[config.mk]
export PLATFORM = sky130hd
export DESIGN_NAME = cs_timing_ctrl
export DESIGN_NICKNAME = d
export VERILOG_FILES = /design/src/rtl/cs_timing_pkg.sv /design/src/rtl/cs_rdy_sync.sv /design/src/rtl/cs_seq.sv /design/src/rtl/cs_pins.sv /design/src/rtl/cs_timing_ctrl.sv
export SDC_FILE = /design/constraint.sdc
export NUM_CORES = 1
export LEC_CHECK = 0
export CORE_UTILIZATION = 52
export CTS_BUF_LIST = sky130_fd_sc_hd__clkbuf_8
export DETAILED_ROUTE_END_ITERATION = 16
export PLACE_DENSITY_LB_ADDON = 0.12
export RECOVER_POWER = 25
export REMOVE_ABC_BUFFERS = 1
export SLEW_MARGIN = 30
export SYNTH_ARGS = -nofsm -noshare
export SYNTH_HDL_FRONTEND = slang
export SYNTH_SLANG_ARGS = --single-unit
export TNS_END_PERCENT = 10
[constraint.sdc]
create_clock -name clk -period 7.82 [get_ports clk]
set_input_delay 1.564 -clock clk [delete_from_list [all_inputs] [get_ports clk]]
set_output_delay 1.564 -clock clk [all_outputs]
set_load 0.005 [all_outputs]
[src/rtl/cs_timing_pkg.sv]
`timescale 1ns/1ps
package cs_timing_pkg;

  localparam int WAIT_CAP = 25;
  localparam int AREA_W   = 3;

  typedef enum logic [2:0] {
    PH_IDLE, PH_SETUP, PH_ASSERT, PH_STROBE, PH_NEGATE, PH_HOLD, PH_DONE
  } phase_e;

  // packed so that setup sits at [2:0] and area at [23:21]
  typedef struct packed {
    logic [AREA_W-1:0] area;
    logic              bs2;
    logic [2:0]        hold;
    logic [2:0]        neg;
    logic [4:0]        waits;
    logic [2:0]        wr_dly;
    logic [2:0]        rd_dly;
    logic [2:0]        setup;
  } timing_t;

  localparam int CFG_W = $bits(timing_t);

  function automatic timing_t unpack_cfg(logic [CFG_W-1:0] w);
    timing_t t;
    t = timing_t'(w);
    if (t.waits > 5'(WAIT_CAP)) t.waits = 5'(WAIT_CAP);
    return t;
  endfunction

  function automatic logic [2:0] assert_dly(timing_t t, logic wr);
    return wr ? t.wr_dly : t.rd_dly;
  endfunction

  function automatic logic [4:0] phase_len(phase_e ph, timing_t t, logic wr);
    case (ph)
      PH_SETUP:  return {2'b00, t.setup};
      PH_ASSERT: return {2'b00, assert_dly(t, wr)};
      PH_STROBE: return t.waits + 5'd1;
      PH_NEGATE: return {2'b00, t.neg};
      PH_HOLD:   return {2'b00, t.hold};
      default:   return 5'd1;
    endcase
  endfunction

  // first phase after ph whose length is nonzero (DONE when none)
  function automatic phase_e next_phase(phase_e ph, timing_t t, logic wr);
    phase_e nx;
    nx = PH_DONE;
    for (int k = int'(PH_HOLD); k > int'(ph); k--) begin
      if (phase_len(phase_e'(3'(k)), t, wr) != 5'd0) nx = phase_e'(3'(k));
    end
    return nx;
  endfunction

  function automatic logic [1:0] bs_cycles(timing_t t, logic wr);
    return (t.bs2 && assert_dly(t, wr) != 3'd0) ? 2'd2 : 2'd1;
  endfunction

endpackage

[src/rtl/cs_rdy_sync.sv]
`timescale 1ns/1ps
module cs_rdy_sync #(
  parameter int STAGES = 2
) (
  input  logic clk,
  input  logic rst_n,
  input  logic d,
  output logic q
);
  logic [STAGES-1:0] sh;

  always_ff @(posedge clk or negedge rst_n) begin
    if (!rst_n) sh <= '0;
    else        sh <= {sh[STAGES-2:0], d};
  end

  assign q = sh[STAGES-1];
endmodule

[src/rtl/cs_seq.sv]
`timescale 1ns/1ps
module cs_seq
  import cs_timing_pkg::*;
(
  input  logic    clk,
  input  logic    rst_n,
  input  logic    start,
  input  timing_t t_live,
  input  logic    wr_live,
  input  logic    rdy_s,
  output phase_e  ph,
  output timing_t t_s,
  output logic    wr_s,
  output logic    stretch,
  output logic    last_strobe
);
  logic [4:0] cnt;
  timing_t    t_sel;
  logic       w_sel;
  phase_e     nx;
  logic [4:0] nlen;

  always_comb begin
    t_sel = (ph == PH_IDLE) ? t_live : t_s;
    w_sel = (ph == PH_IDLE) ? wr_live : wr_s;
    nx    = next_phase(ph, t_sel, w_sel);
    nlen  = phase_len(nx, t_sel, w_sel);
  end

  assign stretch     = (ph == PH_STROBE) && (cnt == 5'd0) && (t_s.waits != 5'd0) && !rdy_s;
  assign last_strobe = (ph == PH_STROBE) && (cnt == 5'd0) && !stretch;

  always_ff @(posedge clk or negedge rst_n) begin
    if (!rst_n) begin
      ph   <= PH_IDLE;
      cnt  <= '0;
      t_s  <= '0;
      wr_s <= 1'b0;
    end else begin
      case (ph)
        PH_IDLE: if (start) begin
          t_s  <= t_live;
          wr_s <= wr_live;
          ph   <= nx;
          cnt  <= nlen - 5'd1;
        end
        PH_DONE: ph <= PH_IDLE;
        default: begin
          if (cnt != 5'd0) cnt <= cnt - 5'd1;
          else if (!stretch) begin
            ph  <= nx;
            cnt <= nlen - 5'd1;
          end
        end
      endcase
    end
  end
endmodule

[src/rtl/cs_pins.sv]
`timescale 1ns/1ps
module cs_pins
  import cs_timing_pkg::*;
#(
  parameter int ADDR_W = 29,
  parameter int DATA_W = 32,
  localparam int BYTES = DATA_W / 8
) (
  input  logic              clk,
  input  logic              rst_n,
  input  phase_e            ph,
  input  logic              wr,
  input  logic [BYTES-1:0]  be,
  input  logic [ADDR_W-1:0] addr,
  input  logic [DATA_W-1:0] wdata,
  input  logic [1:0]        bs_len,
  output logic [ADDR_W-1:0] bus_addr,
  output logic              bus_cs_n,
  output logic              bus_rd_n,
  output logic [BYTES-1:0]  bus_we_n,
  output logic              bus_bs_n,
  output logic [DATA_W-1:0] bus_wdata
);
  logic       active, cs_low, stb;
  logic [1:0] age;

  assign active = (ph != PH_IDLE) && (ph != PH_DONE);
  assign cs_low = (ph == PH_ASSERT) || (ph == PH_STROBE) || (ph == PH_NEGATE);
  assign stb    = (ph == PH_STROBE);

  always_ff @(posedge clk or negedge rst_n) begin
    if (!rst_n)      age <= '0;
    else if (!cs_low) age <= '0;
    else if (age != 2'd2) age <= age + 2'd1;
  end

  assign bus_cs_n  = !cs_low;
  assign bus_bs_n  = !(cs_low && (age < bs_len));
  assign bus_rd_n  = !(stb && !wr);
  assign bus_addr  = active ? addr : '0;
  assign bus_wdata = (active && wr) ? wdata : '0;

  for (genvar i = 0; i < BYTES; i++) begin : g_we
    assign bus_we_n[i] = !(stb && wr && be[i]);
  end
endmodule

[src/rtl/cs_timing_ctrl.sv]
`timescale 1ns/1ps
module cs_timing_ctrl
  import cs_timing_pkg::*;
#(
  parameter int ADDR_W   = 29,
  parameter int DATA_W   = 32,
  parameter int AREA_LSB = 26,
  localparam int BYTES   = DATA_W / 8
) (
  input  logic              clk,
  input  logic              rst_n,
  input  logic              cfg_wr,
  input  logic [CFG_W-1:0]  cfg_wdata,
  input  logic              req,
  input  logic [ADDR_W-1:0] req_addr,
  input  logic              req_write,
  input  logic [BYTES-1:0]  req_be,
  input  logic [DATA_W-1:0] req_wdata,
  output logic              ack,
  output logic [DATA_W-1:0] rd_data,
  output logic [ADDR_W-1:0] bus_addr,
  output logic              bus_cs_n,
  output logic              bus_rd_n,
  output logic [BYTES-1:0]  bus_we_n,
  output logic              bus_bs_n,
  output logic [DATA_W-1:0] bus_wdata,
  input  logic [DATA_W-1:0] bus_rdata,
  input  logic              ext_rdy
);
  localparam logic [CFG_W-1:0] CFG_RST = {3'b101, {(CFG_W-AREA_W){1'b0}}};

  logic [CFG_W-1:0]  cfg_q;
  timing_t           t_live, t_s;
  logic              hit, start, rdy_s, wr_s, stretch, last_strobe;
  phase_e            ph;
  logic [ADDR_W-1:0] a_q;
  logic [BYTES-1:0]  be_q;
  logic [DATA_W-1:0] wd_q;

  always_ff @(posedge clk or negedge rst_n) begin
    if (!rst_n)      cfg_q <= CFG_RST;
    else if (cfg_wr) cfg_q <= cfg_wdata;
  end

  assign t_live = unpack_cfg(cfg_q);
  assign hit    = req && (req_addr[AREA_LSB +: AREA_W] == t_live.area);
  assign start  = hit && (ph == PH_IDLE);

  always_ff @(posedge clk or negedge rst_n) begin
    if (!rst_n) begin
      a_q  <= '0;
      be_q <= '0;
      wd_q <= '0;
    end else if (start) begin
      a_q  <= req_addr;
      be_q <= req_be;
      wd_q <= req_wdata;
    end
  end

  always_ff @(posedge clk or negedge rst_n) begin
    if (!rst_n)                    rd_data <= '0;
    else if (last_strobe && !wr_s) rd_data <= bus_rdata;
  end

  assign ack = (ph == PH_DONE);

  cs_rdy_sync #(.STAGES(2)) u_sync (
    .clk(clk), .rst_n(rst_n), .d(ext_rdy), .q(rdy_s)
  );

  cs_seq u_seq (
    .clk(clk), .rst_n(rst_n), .start(start), .t_live(t_live),
    .wr_live(req_write), .rdy_s(rdy_s), .ph(ph), .t_s(t_s), .wr_s(wr_s),
    .stretch(stretch), .last_strobe(last_strobe)
  );

  cs_pins #(.ADDR_W(ADDR_W), .DATA_W(DATA_W)) u_pins (
    .clk(clk), .rst_n(rst_n), .ph(ph), .wr(wr_s), .be(be_q), .addr(a_q),
    .wdata(wd_q), .bs_len(bs_cycles(t_s, wr_s)), .bus_addr(bus_addr),
    .bus_cs_n(bus_cs_n), .bus_rd_n(bus_rd_n), .bus_we_n(bus_we_n),
    .bus_bs_n(bus_bs_n), .bus_wdata(bus_wdata)
  );
endmodule

==> results of run 1 <==
flip-flops by register name, indices dropped and copies added, names as in the netlist:
signal,cells
rd_data,32
wd_q,32
a_q,29
cfg_q,24
u_seq.t_s,18
u_seq.cnt,5
be_q,4
u_seq.ph,3
u_pins.age,2
u_sync.sh,2
u_seq.wr_s,1
final cells by class:
| type | count | area (um2) |
|---|---|---|
| clock buffer | 19 | 261.5 |
| clock inverter | 13 | 128.9 |
| fill | 948 | 3392 |
| inverter | 7 | 26.28 |
| multi-input combinational | 397 | 3239 |
| sequential | 152 | 3807 |
| tap | 176 | 220.2 |
| timing repair buffer | 233 | 2325 |
cell usage in the layout, fill, tap and decap left out, types with 3 or more instances in the layout:
master,instances
and3_1,63
or4_1,4
a211oi_1,4
nor2b_1,5
xor2_1,7
or3_1,6
nor3_1,14
clkinv_2,3
o31ai_1,4
clkbuf_8,19
clkdlybuf4s50_1,224
nand2_1,22
o211ai_1,3
clkbuf_1,3
inv_1,9
mux2i_1,12
nor4_1,4
o21ai_0,13
and2_1,4
ha_1,6
nand3_1,14
dfrtp_1,149
nor2_1,17
mux2_2,137
buf_4,3
a21oi_1,13
xnor2_1,3
power by group through the flow:
stage / registers [mW] / logic [mW] / clock network [mW]
floorplan: 1.27 / 0.806 / 0
global placement: 1.30 / 1.48 / 0
detailed placement: 1.33 / 1.51 / 0
CTS: 1.31 / 1.52 / 0.604
global route: 1.36 / 1.64 / 0.635
finish: 1.32 / 1.51 / 0.589
final timing paths:
check | start | end | slack [ns] | depth (start not counted)
worst max-delay path | rst_n | a_q[17] | 2.43 | 2
worst min-delay path | u_sync.sh[0] | u_sync.sh[1] | 0.36 | 0
worst max register to register | u_seq.ph[2] | u_seq.cnt[1] | 3.23 | 14
worst min register to register | u_sync.sh[0] | u_sync.sh[1] | 0.36 | 0
max in group clk | u_seq.ph[2] | u_seq.cnt[1] | 3.23 | 14
min in group asynchronous | rst_n | cfg_q[13] | 2.40 | 1
metal layers:
metal,up-vias,track usage
li1,2592,-
met5,-,0
met1,2749,0.3042
met4,0,0.08906
met3,27,0.1150
met2,182,0.4429
stage by stage:
step	cells	util	hold slack [ns]	setup WS (ns)	power, mW
after floorplan	556	-	0.3312	2.342	2.075
after global placement	963	0.7161	0.3352	3.324	2.777
after detailed placement	965	0.7187	0.3435	3.295	2.835
after CTS	997	0.7478	0.3608	3.235	3.437
after global routing	997	0.7469	0.3704	1.423	3.634
final	997	0.7469	0.3585	2.428	3.415
cells by family after synthesis:
family,synth area share
and+or+nand+nor,0.1304
DFF,0.5263
muxes,0.2299
AOI/OAI and AO/OA,0.06332
buffers and inverters,0.02751
xor gates and xnor gates,0.01211
adders and majority gates,0.01038
==> impl_results.md, run 1 <==
* Max-Cap Viols at 2
* Worst VDD drop at 0.2087 mV
* Global-route usage over all layers at 0.2657
* Worst min path class: register to register
* Largest net degree at the start of global routing at 73
* Critical Path End Type: async pin
* RSZ-0062 raised after global routing: false
* Diode count at 0
* Post-DP HPWL at 13370 um
* Clock transition at path regs at 0.08 ns
* Worst slew pin tran at 3.766 ns
* CP Cell Sequence: clkbuf_1, clkbuf_1
* Num CTS Buffers at 17
* Slew HR at -1.511
* Die Wd at 119.9 um
* Post-synth EDFFs at 0
* Die height at 119.9 um
* Cell Area, Placed at 9630 um2
* CP startpoint kind: input pin
* Ys async rst share at 1.000
* H-tree Lvls at 4
* Post-CTS Hold Buffers at 0
* Root Buffer: clkbuf_8
* Critical Path RT at 8.04 ns
* Sw Ratio at 0.3342
* I/O pin count at 228
* Initial Utilization at 0.5397
* Synth cell count leaders: dfrtp_1 (150), mux2_2 (137), and3_1 (63)
* Combinational group share of total power at 0.442
* Vias in the first global route at 5958
* Final Cell Area at about 10000 um2
* Drt wl/cell at 18.42 um
* Yosys top cell by area: dfrtp_1
* Final ANT Viol Nets at 0
* Resize count post-CTS at 0
* Vias at 5550
* Final WL at 18360 um
* Post-Synthesis Cells at 599
* Met3 WL at 1577 um
* Sequential cell area fraction in the yosys report at 0.5263
* Most used cell, CP: clkbuf_1
* # DRC at 0
* Outcome: finished with violations
* Final period utilization at 0.6896
* Leakage at 4.497 nW
* Initial DRC Count at 256
* Port Buffer Count at 227
* Clk_skew at 0.01052 ns
* Setup violators final at 0
* Worst setup path category: input pin to async pin
* Longest Clk Path Bufs at 2
* Top layer used by detailed routing: met4
* Critical path's slowest cell: clkbuf_1
* Cell family with most CP delay: buffers and inverters
* Nets at 941
* Area contributors post-synth: dfrtp_1 (52%), mux2_2 (21%), and3_1 (5.4%), clkbuf_1 (1.9%), mux2i_1 (1.7%)
* CP Buf/Inv Count at 2
* Most numerous cell in the Yosys netlist: dfrtp_1
* Power Density at approximately 340 nW/um2
* M1 WL at around 7200 um
* Main synth FF type: dfrtp_1
* Num Clock Sinks at 152
* Max Slew Vio Count at between 100 and 150
* Fmax at 185.4 MHz
* Yosys cell types at 59
* Initial antenna violation count at 0
* First-pass GRT wire length at roughly 29000 um
* CP Data Arrival Time at around 5.6 ns
* Area grow syn2layout at 38.39%
* Minimum clock period at 5.392 ns
* Core area at 13400 um2
* Yosys warnings at 0
* Vias per inst at 5.567
* P_sw at around 1.1 mW
* Final Hold Viols at 0
* Rows at 42
* CTS tree: yes
* Worst-path fanout max at 72
* Final setup TNS at 0 ns
* Overflow after GRT at 0
* Routability congestion estimate at 0.9478
* Yosys reg bits at around 150
* Met2 WL at 9199 um
* Fraction of layout cells with a size suffix above 1 at 0.2241
* Router iterations before antenna repair at 4
* Failing checks: capacitance limit, slew limit
* Avg Cell Area, Syn at 12.07 um2
* Post-CTS Setup Repair Bufs at 0
* Sequential Power Share at 0.386
* Cell area after synthesis at 7232 um2
* Crit path largest cell delay at ~2.6 ns
* Clk Latency, worst-skew pair at 0.45 ns
* Internal power at around 2.3 mW
* Top-area cell type share of the netlist area at 0.5190
* Clk network pwr share at 0.172
* Die ar. at 14380 um2
Note: power is estimated with default switching activity, not from simulation.
==> run 2: changes to the inputs <==
--- a/config.mk
+++ b/config.mk
@@ -5,7 +5,7 @@
 export SDC_FILE = /design/constraint.sdc
 export NUM_CORES = 1
 export LEC_CHECK = 0
-export CORE_UTILIZATION = 52
+export CORE_UTILIZATION = 44
 export CTS_BUF_LIST = sky130_fd_sc_hd__clkbuf_8
 export DETAILED_ROUTE_END_ITERATION = 16
 export PLACE_DENSITY_LB_ADDON = 0.12
==> constraint.sdc (replaced) <==
create_clock -name clk -period 4.4 [get_ports clk]
set_input_delay 0.88 -clock clk [delete_from_list [all_inputs] [get_ports clk]]
set_output_delay 0.88 -clock clk [all_outputs]
set_load 0.005 [all_outputs]
==> impl_results.md, run 2 (synthesis results as in run 1) <==
* Vias per inst at 5.289 (-5.0%)
* Critical Path RT at 4.72 ns (-3.32 ns)
* Critical path's slowest cell: nor3_1
* Die ar. at 16950 um2 (+18%)
* Met3 WL at 1622 um (+2.9%)
* Drt wl/cell at 17.92 um (-2.7%)
* Power Density at 606.6 nW/um2 (+78%)
* Global-route usage over all layers at 0.2300 (-0.03570)
* Commonest non-fill, non-tap cell in the layout: clkdlybuf4s50_1
* Fraction of layout cells with a size suffix above 1 at 0.2364 (+0.01231)
* Worst-path fanout max at 8 (-89%)
* Longest Clk Path Bufs at 2 (unchanged)
* Vias at 5527 (-0.41%)
* M1 WL at 7595 um (+4.9%)
* Final setup TNS at 0 ns (unchanged)
* Overflow after GRT at 0 (unchanged)
* CP Buf/Inv Count at 1 (-1)
* Leakage at 4.531 nW (+0.77%)
* Core area at 15940 um2 (+19%)
* Num CTS Buffers at 17 (unchanged)
* Worst slew pin tran at 2.146 ns (-1.620 ns)
* Nets at 949 (+0.85%)
* Die Wd at 130.2 um (+8.6%)
* CP Data Arrival Time at 4.45 ns (-1.17 ns)
* CP Cell Sequence: or3_4, o21ai_1, ha_1, nand3_1, xor2_1, a32oi_1, nor3_1, or2_0, nor4_1, nor3_1, ha_1, inv_1, o2111ai_1, nand3_1
* Final ANT Viol Nets at 0 (unchanged)
* Layout Cells excl Fill at 1045 (+4.8%)
* CP startpoint kind: register
* Vias in the first global route at 5821 (-2.3%)
* Top layer used by detailed routing: met4
* Initial Utilization at 0.4536 (-0.08606)
* Reg area at 3806 um2 (about the same)
* Final WL at 18730 um (+2.0%)
* Outcome: finished with violations
* Worst setup path category: register to register
* Cell Area, Placed at 9712 um2 (+0.84%)
* Resize count post-CTS at 0 (unchanged)
* Diode count at 0 (unchanged)
* Worst min path class: register to register
* Clock transition at path regs at 0.09 ns (about the same)
* Router iterations before antenna repair at 4 (unchanged)
* Minimum setup slack after placement at 0.2588 ns (-3.036 ns)
* Met2 WL at 9310 um (+1.2%)
* First-pass GRT wire length at 29680 um (+0.63%)
* RSZ-0062 raised after global routing: false
* Max Slew Vio Count at 39 (-63%)
* Worst Slack Setup Final at 0.2731 ns (-2.154 ns)
* Area grow syn2layout at 40.02%
* Routability congestion estimate at 0.9334 (-1.5%)
* H-tree Lvls at 4 (unchanged)
* Setup violators final at 0 (unchanged)
* Minimum clock period at 4.127 ns
* Clk Latency, worst-skew pair at 0.46 ns (about the same)
* Multi-input logic area at 3239 um2 (unchanged)
* Rows at 46 (+9.5%)
* Cell family with most CP delay: simple AND/OR/NAND/NOR gates
* Initial DRC Count at 291 (+14%)
* Initial antenna violation count at 0 (unchanged)
* Clk_skew at 0.01507 ns (+0.004554 ns)
* Final Cell Area at 10130 um2 (+1.2%)
* Final period utilization at 0.9379
* # DRC at 0 (unchanged)
* Failing checks: capacitance limit, slew limit
* I/O pin count at 228 (unchanged)
* Max-Cap Viols at 1 (-1)
* Post-CTS Setup Repair Bufs at 0 (unchanged)
* Final Hold Viols at 0 (unchanged)
* WHS at 0.3530 ns (-0.005533 ns)
* Placed insts at 1012 (+4.9%)
* Fmax at between 200 and 250 MHz
* Num Clock Sinks at 152 (unchanged)
* Post-DP HPWL at 13410 um (+0.25%)
* Crit path largest cell delay at 0.44 ns (-2.15 ns)
* Root Buffer: clkbuf_8
* Die height at 130.2 um (+8.6%)
* Largest net degree at the start of global routing at 126 (+73%)
* Port Buffer Count at 227 (unchanged)
* Commonest non-fill, non-tap cells in the layout: clkdlybuf4s50_1 (224), dfrtp_1 (150), mux2_2 (137), and3_1 (63), nand2_1 (22)
* Fillers at 1309 (+38%)
* Post-CTS Hold Buffers at 0 (unchanged)
* R2R setup slack at 0.27 ns (-2.96 ns)
* CTS tree: yes
* Worst VDD drop at 0.4235 mV (+100%)
* Critical Path End Type: register
* Slew HR at -0.4308 (+1.080)
* Top flop regs: rd_data x32, wd_q x32, a_q x29
run 2: layout make-up:
type / count / area share
repair buffers: 241 / 0.2356
flip-flops and latches: 152 / 0.3759
clock inverters: 14 / 0.01483
multi-input cells: 397 / 0.3199
inverters: 7 / 0.002595
clock buffers: 18 / 0.02447
well taps: 216 / 0.02669
run 2: worst paths after layout:
path,end,cells after the start,startpoint
worst max-delay path,u_seq.cnt[4],14,u_seq.ph[0]
worst min-delay path,u_sync.sh[1],0,u_sync.sh[0]
worst max register to register,u_seq.cnt[4],14,u_seq.ph[0]
worst min register to register,u_sync.sh[1],0,u_sync.sh[0]
max in group asynchronous,a_q[14],3,rst_n
min in group asynchronous,wd_q[10],1,rst_n
run 2: per-stage QoR:
stage                 util  total power [mW]
floorplan                -             3.687
global placement    0.6092             4.998
detailed placement  0.6092             5.088
CTS                 0.6341             6.195
global route        0.6351             6.579
finish              0.6351             6.142
run 2: report_power, final:
| part | internal (mW) | switching [mW] | leakage [nW] |
|---|---|---|---|
| clock network | 0.523 | 0.549 | 0.201 |
| registers | 1.94 | 0.329 | 1.88 |
| logic | 1.60 | 1.20 | 2.45 |
run 2: layer usage:
metal  vias up  track usage
met4         0      0.06019
met5         -            0
met1      2724       0.2694
met2       170       0.3820
li1       2617            -
met3        16       0.1037
